`config.mk`:
```
export PLATFORM = sky130hd
export DESIGN_NAME = lvl_pic
export DESIGN_NICKNAME = d
export VERILOG_FILES = /design/src/rtl/pic_pkg.sv /design/src/rtl/pic_cmd_decode.sv /design/src/rtl/pic_prio_resolve.sv /design/src/rtl/pic_state_regs.sv /design/src/rtl/lvl_pic.sv
export SDC_FILE = /design/constraint.sdc
export NUM_CORES = 1
export LEC_CHECK = 0
export ABC_AREA = 1
export BUFFER_PORTS_ARGS = -buffer_cell sky130_fd_sc_hd__buf_4
export CAP_MARGIN = 20
export CORE_MARGIN = 1
export CORE_UTILIZATION = 52
export DETAILED_ROUTE_END_ITERATION = 10
export MAX_ROUTING_LAYER = met4
export PLACE_DENSITY = 0.9
export SYNTH_ARGS = -nofsm -noshare
export SYNTH_HDL_FRONTEND = slang
export SYNTH_SLANG_ARGS = --single-unit
```
`constraint.sdc`:
```
create_clock -name clk -period 2.5 [get_ports clk]
set_input_delay 0.125 -clock clk [delete_from_list [all_inputs] [get_ports clk]]
set_output_delay 0.125 -clock clk [all_outputs]
set_load 0.005 [all_outputs]
```
`src/rtl/pic_pkg.sv`:
```
package pic_pkg;

    localparam int NLINES = 8;
    localparam int IDX_W  = $clog2(NLINES);

    localparam logic [7:0] CMD_NS_EOI    = 8'h20;
    localparam logic [4:0] CMD_SP_EOI_HI = 5'b01100;
    localparam logic [3:0] CMD_SETUP_HI  = 4'b0001;
    localparam int         SETUP_LVL_BIT = 3;

    typedef enum logic [2:0] {
        K_NONE,
        K_NS_EOI,
        K_SP_EOI,
        K_SETUP_LVL,
        K_SETUP_EDGE
    } cmd_kind_e;

    typedef struct packed {
        cmd_kind_e          kind;
        logic [IDX_W-1:0]   line;
    } cmd_t;

    typedef struct packed {
        logic               found;
        logic [IDX_W-1:0]   idx;
    } pick_t;

    function automatic cmd_t decode_cmd(input logic [7:0] b);
        cmd_t c;
        c.kind = K_NONE;
        c.line = b[IDX_W-1:0];
        if (b[7:4] == CMD_SETUP_HI) begin
            c.kind = b[SETUP_LVL_BIT] ? K_SETUP_LVL : K_SETUP_EDGE;
        end else if (b == CMD_NS_EOI) begin
            c.kind = K_NS_EOI;
        end else if (b[7:3] == CMD_SP_EOI_HI) begin
            c.kind = K_SP_EOI;
        end
        return c;
    endfunction

    function automatic pick_t lowest_set(input logic [NLINES-1:0] v);
        pick_t p;
        p.found = 1'b0;
        p.idx   = '0;
        for (int i = NLINES - 1; i >= 0; i--) begin
            if (v[i]) begin
                p.found = 1'b1;
                p.idx   = IDX_W'(i);
            end
        end
        return p;
    endfunction

endpackage

```
`src/rtl/pic_cmd_decode.sv`:
```
module pic_cmd_decode
    import pic_pkg::*;
(
    input  logic        wr_en,
    input  logic        wr_sel,
    input  logic [7:0]  wr_data,
    output cmd_t        cmd,
    output logic        cmd_valid,
    output logic        mask_wr
);
    always_comb begin
        cmd       = decode_cmd(wr_data);
        cmd_valid = wr_en && !wr_sel;
        mask_wr   = wr_en && wr_sel;
    end
endmodule

```
`src/rtl/pic_prio_resolve.sv`:
```
module pic_prio_resolve
    import pic_pkg::*;
(
    input  logic [NLINES-1:0] req,
    input  logic [NLINES-1:0] mask,
    input  logic [NLINES-1:0] isr,
    output logic [NLINES-1:0] eligible,
    output logic              any,
    output logic [IDX_W-1:0]  win_idx
);
    logic [NLINES-1:0] allowed;
    pick_t             pick;

    genvar g;
    generate
        for (g = 0; g < NLINES; g++) begin : g_allow
            assign allowed[g] = ~|isr[g:0];
        end
    endgenerate

    always_comb begin
        eligible = req & ~mask & allowed;
        pick     = lowest_set(eligible);
        any      = pick.found;
        win_idx  = pick.idx;
    end
endmodule

```
`src/rtl/pic_state_regs.sv`:
```
module pic_state_regs
    import pic_pkg::*;
(
    input  logic              clk,
    input  logic              rst,
    input  cmd_t              cmd,
    input  logic              cmd_valid,
    input  logic              mask_wr,
    input  logic [7:0]        wr_data,
    input  logic [NLINES-1:0] isr_set,
    output logic [NLINES-1:0] isr,
    output logic [NLINES-1:0] mask
);
    logic [NLINES-1:0] isr_clr;
    logic [NLINES-1:0] isr_n;
    logic [NLINES-1:0] mask_n;
    pick_t             top_svc;

    always_comb begin
        top_svc = lowest_set(isr);
        isr_clr = '0;
        if (cmd_valid) begin
            unique case (cmd.kind)
                K_NS_EOI: if (top_svc.found) isr_clr[top_svc.idx] = 1'b1;
                K_SP_EOI: isr_clr[cmd.line] = 1'b1;
                default:  ;
            endcase
        end
        isr_n  = (isr & ~isr_clr) | isr_set;
        mask_n = mask;
        if (mask_wr) mask_n = wr_data[NLINES-1:0];
        if (cmd_valid && cmd.kind == K_SETUP_LVL) begin
            isr_n  = '0;
            mask_n = '0;
        end
    end

    always_ff @(posedge clk) begin
        if (rst) begin
            isr  <= '0;
            mask <= '0;
        end else begin
            isr  <= isr_n;
            mask <= mask_n;
        end
    end

    a_r7_specific_clears_line: assert property (@(posedge clk) disable iff (rst)
        (cmd_valid && cmd.kind == K_SP_EOI && isr_set == '0)
        |=> !isr[$past(cmd.line)]);

    a_r8_edge_setup_ignored: assert property (@(posedge clk) disable iff (rst)
        (cmd_valid && cmd.kind == K_SETUP_EDGE && isr_set == '0)
        |=> ($stable(isr) && $stable(mask)));

    a_r4_mask_write_lands: assert property (@(posedge clk) disable iff (rst)
        mask_wr |=> (mask == $past(wr_data[NLINES-1:0])));

    a_r6_nseoi_drops_one: assert property (@(posedge clk) disable iff (rst)
        (cmd_valid && cmd.kind == K_NS_EOI && isr_set == '0 && isr != '0)
        |=> ($countones(isr) + 1 == $countones($past(isr))));
endmodule

```
`src/rtl/lvl_pic.sv`:
```
module lvl_pic
    import pic_pkg::*;
#(
    parameter logic [7:0] VEC_BASE = 8'h08
) (
    input  logic        clk,
    input  logic        rst,
    input  logic [7:0]  req_i,
    input  logic        wr_en,
    input  logic        wr_sel,
    input  logic [7:0]  wr_data,
    input  logic        ack_i,
    output logic        irq_o,
    output logic [7:0]  vector_o,
    output logic [7:0]  mask_o
);
    localparam logic [IDX_W-1:0] SPURIOUS_IDX = IDX_W'(NLINES - 1);

    cmd_t              cmd;
    logic              cmd_valid;
    logic              mask_wr;
    logic [NLINES-1:0] isr;
    logic [NLINES-1:0] mask;
    logic [NLINES-1:0] eligible;
    logic              any;
    logic [IDX_W-1:0]  win_idx;
    logic [NLINES-1:0] isr_set;
    logic [IDX_W-1:0]  vec_idx;

    pic_cmd_decode u_dec (
        .wr_en     (wr_en),
        .wr_sel    (wr_sel),
        .wr_data   (wr_data),
        .cmd       (cmd),
        .cmd_valid (cmd_valid),
        .mask_wr   (mask_wr)
    );

    pic_prio_resolve u_prio (
        .req      (req_i),
        .mask     (mask),
        .isr      (isr),
        .eligible (eligible),
        .any      (any),
        .win_idx  (win_idx)
    );

    always_comb begin
        isr_set = '0;
        if (ack_i && any) isr_set[win_idx] = 1'b1;
        vec_idx  = any ? win_idx : SPURIOUS_IDX;
        vector_o = ack_i ? (VEC_BASE + {{(8-IDX_W){1'b0}}, vec_idx}) : 8'h00;
        irq_o    = any;
        mask_o   = mask;
    end

    pic_state_regs u_regs (
        .clk       (clk),
        .rst       (rst),
        .cmd       (cmd),
        .cmd_valid (cmd_valid),
        .mask_wr   (mask_wr),
        .wr_data   (wr_data),
        .isr_set   (isr_set),
        .isr       (isr),
        .mask      (mask)
    );

    a_r2_irq_has_source: assert property (@(posedge clk) disable iff (rst)
        irq_o |-> |(req_i & ~mask_o));

    a_r3_vector_window: assert property (@(posedge clk) disable iff (rst)
        ack_i |-> (vector_o >= VEC_BASE && vector_o <= VEC_BASE + 8'd7));

    a_r5_ack_adds_one: assert property (@(posedge clk) disable iff (rst)
        (ack_i && irq_o && !wr_en)
        |=> ($countones(isr) == $countones($past(isr)) + 1));

    a_r10_spurious_keeps_isr: assert property (@(posedge clk) disable iff (rst)
        (ack_i && !irq_o && !wr_en) |=> $stable(isr));
endmodule

```
==> results summary <==
The number of cells produced by synthesis is 197. The final antenna diode count came out at 0. The layout has between 200 and 250 filler cells. The initial detailed-routing violation count is a little over 40. The reported net switching power came out at between 0.2 and 0.25 mW. The number of distinct standard cells referenced by the synthesized netlist came out at 24.

The run finished with clean final reports. The max-cap check violation count is 0. The synthesized area came out at 1210 um2. In this run the worst path has a maximum fanout of 6. In this run, synthesis inferred 0 flip-flops with an integrated enable. In the layout the commonest cells are 56 x sky130_fd_sc_hd__nand2_1, 33 x sky130_fd_sc_hd__buf_4, 25 x sky130_fd_sc_hd__inv_1, 25 x sky130_fd_sc_hd__nand3_1, 18 x sky130_fd_sc_hd__nor2_1.

Setup repair after global routing left no endpoint under its margin. The min-delay analysis places its worst path in the category input pin to flop. The fraction of layout instances using a drive strength above 1 came out at about a quarter. The sequential element share of the synthesized area came out at roughly a quarter.

Cell internal power was estimated by the tool at 0.4460 mW. The register clock-pin slew on the reported worst setup and hold paths is about 0.09 ns. The number of sinks on the clock net is 16.

The clock share of power came out at approximately 26%. Between clock sinks in the finished design, the worst skew comes to around 0.0066 ns. In this run, post-CTS repair resized a total of 0 instances. The buffer cell driving the clock tree root is sky130_fd_sc_hd__clkbuf_4. The fraction of post-synthesis cell area in the top cell type by area is between 20% and 30%. The global placer's final weighted congestion is between 0.8 and 0.9. The clock period minus final worst setup slack is 1.829 ns. In the final layout, the multi-input gates occupy ~750 um2. Overall power consumption after layout is estimated at slightly below 0.7 mW. The number of antenna violations at the first check in global routing came out at 0.

The floorplan has 17 rows. The commonest non-fill, non-tap cell in the layout is sky130_fd_sc_hd__nand2_1. The total clock buffers created by CTS came out at 3. The detailed-routing iteration count for the pre-antenna-repair pass is 4.

The height of the die is between 50 and 60 um. In this run the remaining antenna-violating nets after routing total 0. The worst setup path is launched from a flop. The yosys synthesis warning count came out at 0. The first global-routing pass estimated between 5000 and 6000 um of wire. The endpoint arrival time on the critical path came out at 1.70 ns. The later-pin clock latency in the skew report came out at a little under 0.3 ns. The count of buffers added on input and output ports is 33. The die outline width came out at ~50 um. The mean routed wirelength per cell came out at roughly 12 um. The count of boundary I/O pins is 38. The signed area change from the synthesized netlist to the final layout is 22.75%. CTS built an H-tree with a depth of 1.

Setup violations remaining at the end of the flow were counted as 0. The worst path uses about three quarters of the clock period. The overall track demand over capacity in global routing is a little over a quarter. The final routed DRC violation total is 0.

The die covers ~2500 um2. The largest voltage drop on the vdd net came out at between 0.0004 and 0.0005 V. TritonCTS built the clock tree. The required time at the endpoint of the critical path came out at between 2 and 2.5 ns. The max-slew violation total from the final report was 0. The power per unit of standard cell area is 454.8 nW/um2. Dividing the detail-routed via count by the number of cells gives 5.183. The type of the setup path with the least slack is flop to primary output.

The number of hold violations in the final report came out at 0. The via count of the first global-routing pass came to 1193. The average cell area after synthesis came out at just over 6 um2. The total grt overflow is 0. The part of the power in combinational logic came out at about a third. The routed layout has between 1000 and 1500 vias. The total wirelength of the detailed-routed design is around 3000 um.

The largest net degree at the start of global routing is 17. The aggregate negative setup slack is 0 ns. The highest clock rate came out at between 0.5 and 0.6 GHz. In this run the deepest clock path goes through 2 buffers. In the post-synthesis netlist, the biggest area contributors are sky130_fd_sc_hd__dfxtp_1 26%, sky130_fd_sc_hd__nand2_1 17%, sky130_fd_sc_hd__nand3_1 10%. sky130_fd_sc_hd__dfxtp_1 takes more of the synthesized area than any other cell. The post-CTS setup buffer count is 0. The initial standard-cell utilization of the core came out at a little over half. For this run, the leading register cell type out of synthesis is sky130_fd_sc_hd__dfxtp_1. The number of hold-repair buffers added at the cts stage is 0. The sequential cell area is 320.3 um2. The total number of nets in the final design came out at approximately 250. The core region is 2212 um2. The worst setup path is captured at a primary output.

The fraction of registers with async set or reset after synthesis is 0%. In this run the static leakage power is a little over 0.7 nW. The share of total power consumed by net switching came out at 33.97%.

The flip-flop and latch count after synthesis is 16. The sum of net half-perimeters after detailed placement is approximately 2500 um. Of the total power, registers draw a little over two fifths.
## worst paths after layout
check,from,to,slack [ns],cells after the start
setup / recovery,u_regs.isr[0],vector_o[0],0.67,9
setup reg to reg,u_regs.isr[3],u_regs.isr[7],1.05,9
hold reg to reg,u_regs.mask[7],u_regs.mask[7],0.48,2
hold / removal,wr_data[3],u_regs.mask[3],0.12,3
## flip-flops by register name, summed over array words and instances (netlist names)
name and cells:
u_regs.isr 8, u_regs.mask 8
## cell usage after synthesis (3+ instances only)
cell type                 instances
sky130_fd_sc_hd__nand2_1         56
sky130_fd_sc_hd__inv_1           25
sky130_fd_sc_hd__nand3_1         25
sky130_fd_sc_hd__nor2_1          18
sky130_fd_sc_hd__a21oi_1         17
sky130_fd_sc_hd__dfxtp_1         16
sky130_fd_sc_hd__buf_4            6
sky130_fd_sc_hd__nor2_2           6
sky130_fd_sc_hd__nand4_1          5
sky130_fd_sc_hd__nand2_2          3
## layer usage
| layer | vias up | wire length (um) | global-route usage (%) |
|---|---|---|---|
| met5 | - | 0 | - |
| met4 | 0 | 0 | 3.810 |
| met3 | 0 | 138 | 5.758 |
| met2 | 43 | 1596 | 48.00 |
| met1 | 600 | 1287 | 32.22 |
| li1 | 689 | - | - |
## worst max-delay path, stage by stage (launching register included)
cell	delay, ns
sky130_fd_sc_hd__dfxtp_1	0.47
sky130_fd_sc_hd__nor2_4	0.09
sky130_fd_sc_hd__nand2_2	0.09
sky130_fd_sc_hd__nor2_2	0.05
sky130_fd_sc_hd__nor2_2	0.15
sky130_fd_sc_hd__inv_1	0.08
sky130_fd_sc_hd__nor3_2	0.15
sky130_fd_sc_hd__nand3_1	0.10
sky130_fd_sc_hd__a21boi_1	0.13
sky130_fd_sc_hd__buf_4	0.12
## kinds of logic after synthesis
group                  count (synthesis)  synth area share, %
DFF                                   16                26.47
AOI/OAI and AO/OA                     23                10.24
other                                  1               0.3099
buffers and inverters                 34                12.62
and+or+nand+nor                      123                50.36
## final cells by class
| class | count | area share (%) |
|---|---|---|
| clock buffers | 4 | 2.443 |
| repair buffers | 33 | 16.68 |
| flip-flops and latches | 16 | 21.57 |
| well taps | 28 | 2.359 |
| multi-input cells | 150 | 50.38 |
| inverters | 26 | 6.571 |
## through the flow
step	cells	hold WS [ns]	instance area, um2	setup WS, ns	util, %
after floorplan	200	0.2761	1221	1.173	-
after global placement	253	0.4303	1449	1.031	65.50
after detailed placement	253	0.4238	1449	1.001	65.50
after CTS	257	0.1152	1485	0.6725	67.14
after global routing	257	0.1148	1485	0.4608	67.14
final	257	0.1204	1485	0.6714	67.14
## power by group through the flow
stage | clock network, mW | logic [mW] | registers, mW
floorplan | 0 | 0.152 | 0.284
global placement | 0 | 0.215 | 0.286
detailed placement | 0 | 0.219 | 0.286
CTS | 0.175 | 0.221 | 0.281
global route | 0.182 | 0.250 | 0.283
finish | 0.173 | 0.222 | 0.281
Power figures use the tool's default switching activity.
